===== config.mk =====
export PLATFORM = sky130hd
export DESIGN_NAME = coin_vend_ctrl
export DESIGN_NICKNAME = d
export VERILOG_FILES = /design/src/rtl/vend_pkg.sv /design/src/rtl/coin_units_dec.sv /design/src/rtl/credit_adder.sv /design/src/rtl/credit_reg.sv /design/src/rtl/coin_vend_ctrl.sv
export SDC_FILE = /design/constraint.sdc
export NUM_CORES = 1
export LEC_CHECK = 0
export ABC_AREA = 1
export CAP_MARGIN = 20
export CORE_AREA = 2 2 39 41
export DETAILED_ROUTE_END_ITERATION = 12
export DIE_AREA = 0 0 41 43
export PLACE_DENSITY = 0.51
export SYNTH_ARGS = -nofsm -noshare
export SYNTH_HDL_FRONTEND = slang
export SYNTH_HIERARCHICAL = 1
export SYNTH_SLANG_ARGS = --single-unit

===== constraint.sdc =====
create_clock -name clk -period 2.78 [get_ports clk]
set_clock_uncertainty 0.2 [all_clocks]
set_input_delay 0.278 -clock clk [delete_from_list [all_inputs] [get_ports clk]]
set_output_delay 0.278 -clock clk [all_outputs]
set_load 0.005 [all_outputs]

===== src/rtl/vend_pkg.sv =====
package vend_pkg;
  // Coin codes presented on coin_code
  typedef enum logic [1:0] {
    COIN_NONE    = 2'b00,
    COIN_NICKEL  = 2'b01,
    COIN_DIME    = 2'b10,
    COIN_QUARTER = 2'b11
  } coin_e;

  // Coin worth in units of five cents
  localparam int NICKEL_UNITS  = 1;
  localparam int DIME_UNITS    = 2;
  localparam int QUARTER_UNITS = 5;
  localparam int UNIT_W        = $clog2(QUARTER_UNITS + 1);
endpackage


===== src/rtl/coin_units_dec.sv =====
module coin_units_dec
  import vend_pkg::*;
(
  input  logic [1:0]        coin,
  output logic [UNIT_W-1:0] units
);
  always_comb begin
    unique case (coin_e'(coin))
      COIN_NICKEL:  units = UNIT_W'(NICKEL_UNITS);
      COIN_DIME:    units = UNIT_W'(DIME_UNITS);
      COIN_QUARTER: units = UNIT_W'(QUARTER_UNITS);
      default:      units = '0;
    endcase
  end
endmodule


===== src/rtl/credit_adder.sv =====
module credit_adder
  import vend_pkg::*;
#(
  parameter int PRICE_UNITS = 4,
  parameter int CREDIT_W    = 2,
  parameter int SUM_W       = 4,
  parameter int CHANGE_W    = 3
) (
  input  logic [CREDIT_W-1:0] credit,
  input  logic [UNIT_W-1:0]   units,
  output logic [CREDIT_W-1:0] next_credit,
  output logic                complete,
  output logic [CHANGE_W-1:0] change
);
  logic [SUM_W-1:0] total;
  logic [SUM_W-1:0] surplus;

  always_comb begin
    total       = SUM_W'(credit) + SUM_W'(units);
    complete    = (total >= SUM_W'(PRICE_UNITS));
    surplus     = total - SUM_W'(PRICE_UNITS);
    next_credit = complete ? '0 : CREDIT_W'(total);
    change      = complete ? CHANGE_W'(surplus) : '0;
  end
endmodule


===== src/rtl/credit_reg.sv =====
module credit_reg #(
  parameter int CREDIT_W = 2
) (
  input  logic                clk,
  input  logic                rst,
  input  logic [CREDIT_W-1:0] d,
  output logic [CREDIT_W-1:0] q
);
  always_ff @(posedge clk) begin
    if (rst) q <= '0;
    else     q <= d;
  end
endmodule


===== src/rtl/coin_vend_ctrl.sv =====
module coin_vend_ctrl
  import vend_pkg::*;
#(
  parameter int PRICE_UNITS = 4,
  parameter int CHANGE_W    = 3
) (
  input  logic                clk,
  input  logic                rst,
  input  logic [1:0]          coin_code,
  output logic                vend,
  output logic [CHANGE_W-1:0] change_nickels
);
  localparam int CREDIT_W = (PRICE_UNITS > 2) ? $clog2(PRICE_UNITS) : 1;
  localparam int MAX_SUM  = PRICE_UNITS - 1 + QUARTER_UNITS;
  localparam int SUM_W    = $clog2(MAX_SUM + 1);

  logic [CREDIT_W-1:0] credit_q;
  logic [CREDIT_W-1:0] credit_d;
  logic [UNIT_W-1:0]   coin_units;
  logic                sale_done;
  logic [CHANGE_W-1:0] sale_change;

  coin_units_dec u_dec (
    .coin  (coin_code),
    .units (coin_units)
  );

  credit_adder #(
    .PRICE_UNITS (PRICE_UNITS),
    .CREDIT_W    (CREDIT_W),
    .SUM_W       (SUM_W),
    .CHANGE_W    (CHANGE_W)
  ) u_add (
    .credit      (credit_q),
    .units       (coin_units),
    .next_credit (credit_d),
    .complete    (sale_done),
    .change      (sale_change)
  );

  credit_reg #(.CREDIT_W(CREDIT_W)) u_state (
    .clk (clk),
    .rst (rst),
    .d   (credit_d),
    .q   (credit_q)
  );

  // Mealy outputs, silenced while reset is held
  assign vend           = sale_done & ~rst;
  assign change_nickels = rst ? '0 : sale_change;
endmodule


==> flow_summary.yaml <==
run_status:
  status: "complete, no violations"
worst_setup_path:
  slowest_stage: "clkdlybuf4s50_1"
  cp_max_fo: 4
  critical_path.max_stage_delay_ns: 0.50
  worstSetupStartpointType: "input pin"
  worstPathCellList: "clkdlybuf4s50_1, inv_1, nor2_2, inv_1, fa_2, nor2_1, nor2_2, nand2_2, inv_1, nor2_1, clkdlybuf4s50_1"
  critPathArrivalTime_ns: 2.18
  cp.required_ns: 2.30
  cp_common_cell: "inv_1"
  crit_type: "input pin to primary output"
  endpoint_kind: "primary output"
die:
  start_util_pct: 18.3
  core_area_sq_um: 1380
  die_area_sq_um: 1760
  die_height_microns: 43
  die_width_microns: 41
  io_pins: 8
  placementRows: 14
yosys:
  synth_cell_type_count: 11
  synth_top_area_cell: "inv_1"
  synth_warnings: 6
  ys_ff_latch: 2
  async_flop_share_pct: 0
  yosysTopAreaCellShare_pct: 22.3
  synth_edf_count: 0
  synth_top_cells_by_count: "inv_1 (15), nor2_1 (14), nand2_1 (9), dfxtp_1 (2), ha_1 (2)"
  synth_nets: 55
  synth.most_common_cell: "inv_1"
  synth_area_leaders: "inv_1 (22%), nor2_1 (21%), dfxtp_1 (16%)"
  seq_area_frac_synth_pct: 15.8
  synth-main-ff-cell: "dfxtp_1"
  synth_cells: 48
  syn_area_sq_um: 253
  syn_avg_cell_area_sq_um: 5.27
timing:
  setup_ws_ns: 0.119
  fin_crit_sh_pct: 95.7
  tightest_slew_ns: 0.191
  finalCriticalPeriod_ns: 2.66
  max-slew-margin-rel_pct: 87.2
  hold_viol_final: 0
  rsz0062_at_grt: "yes"
  slew_violations: 0
  max_freq_mhz: 376
  whs_ns: 0.508
  setup_viol: 0
global_route:
  first_global_vias: 240
  grtUsageMet1_pct: 9.87
  antenna_found_initial: 0
  gr-usage-met3_pct: 3.14
  grt_pass1_wl_microns: 897
  top_usage_layer: "met2"
  use_met2_pct: 10.6
  grt_start_max_net_pins: 7
  grt_overflow: 0
  groute.usage.overall_pct: 7.41
finish:
  num-nets-final: 69
  regMostFlops: "u_state/q"
  drive_above_1_share_pct: 18.3
  diodes: 0
  final_util_pct: 28.6
  largest_reg_flops: 2
  area_growth_pct: 56.4
  top_regs: "u_state/q (2)"
  finalNonFillerCells: 76
routing:
  drtPass1Iterations: 3
  detail_route.wl_per_cell_microns: 6.04
  wirelength_microns: 459
  post-route-drc-count: 0
  drt_iter0_drc: 3
  vias: 272
  via_per_inst: 3.58
  ant_nets: 0
cts:
  hold_buffers: 0
  clk_pin_slew_ns: 0.03
  numCtsBuffers: 3
  cts_tree: "yes"
  cts_buffer_depth: 2
  cts_max_level: 1
  clock-sinks: 2
  clk-insertion-delay-late_ns: 0.22
  post_cts_buffers: 0
  cts-root-buf: "clkbuf_4"
power_and_ir_drop:
  total_power_mw: 0.146
  p_per_area_nw_per_um2: 368
  vdd_drop_max_uv: 221
  p_leak_nw: 0.243
place:
  placed_cells: 73
  port_buffers: 7
  gp_congestion: 0.760
  place_ws_ns: -0.136
  dpl.hpwl_microns: 372
flow_run:
  cap_violations: 0
worst_hold_path:
  hold_path_class: "input pin to flop"
==> layer usage <==
layer | part of all wire, % | vias up
met5 | 0 | -
met4 | 0 | 0
met3 | 4.4 | 0
met2 | 48 | 6
met1 | 48 | 110
li1 | - | 156
==> final timing paths <==
check	to	slack, ns	startpoint	depth (start not counted)
worst max-delay path	vend	0.12	coin_code[1]	11
worst min-delay path	u_state/q[1]$_SDFF_PP0_	0.51	rst	2
worst min register to register	u_state/q[0]$_SDFF_PP0_	0.52	u_state/q[0]$_SDFF_PP0_	5
worst max register to register	u_state/q[0]$_SDFF_PP0_	0.93	u_state/q[0]$_SDFF_PP0_	11
==> kinds of logic after synthesis <==
kind of cell / Yosys count / share of synthesized area (%)
fa+ha+maj: 3 / 17.8
buf+inv: 17 / 25.2
flops: 2 / 15.8
simple gates: 26 / 41.1
==> critical path, delay by kind of cell <==
family | cells | cell delay (ns)
and+or+nand+nor | 5 | 0.42
adders and majority gates | 1 | 0.37
buffers and inverters | 5 | 1.13
==> stage by stage <==
| stage | TNS, ns | instance area (sq um) |
|---|---|---|
| finish | 0 | 395 |
| global route | -0.0431 | 395 |
| CTS | 0 | 390 |
| floorplan | 0 | 253 |
| detailed placement | -0.293 | 362 |
| global placement | -0.245 | 362 |
==> power breakdown <==
part           internal, mW  switching (mW)
clock                0.0476          0.0157
combinational        0.0244          0.0247
sequential           0.0321         0.00116
==> placed cells by master (no fill, tap or decap) <==
cell | netlist | routed
buf_4 | 0 | 3
clkinv_1 | 1 | 1
nand2_1 | 9 | 9
nand2_2 | 1 | 1
nor2_2 | 1 | 2
ha_2 | 0 | 1
clkbuf_4 | 0 | 3
fa_2 | 0 | 1
clkdlybuf4s50_1 | 0 | 4
dfxtp_1 | 2 | 2
inv_1 | 15 | 15
ha_1 | 2 | 1
dlygate4sd2_1 | 0 | 1
nor2_1 | 14 | 13
dlymetal6s2s_1 | 0 | 2
nand3_1 | 1 | 1
==> layout make-up <==
class	count	area [sq um]
fill	153	988
timing repair buffer	10	96.3
multi-input combinational	29	156
inverter	16	60.1
sequential	2	40.0
clock buffer	3	22.5
tap	16	20.0
==> what timing repair did <==
| item | 4_1_cts | 5_1_grt |
|---|---|---|
| pin swaps | 1 | 0 |
| gates resized for setup | 4 | 2 |
| endpoints found under the hold margin | 0 | 0 |
| setup endpoints to repair | 3 | 3 |
Note: power is estimated with default switching activity, not from simulation.
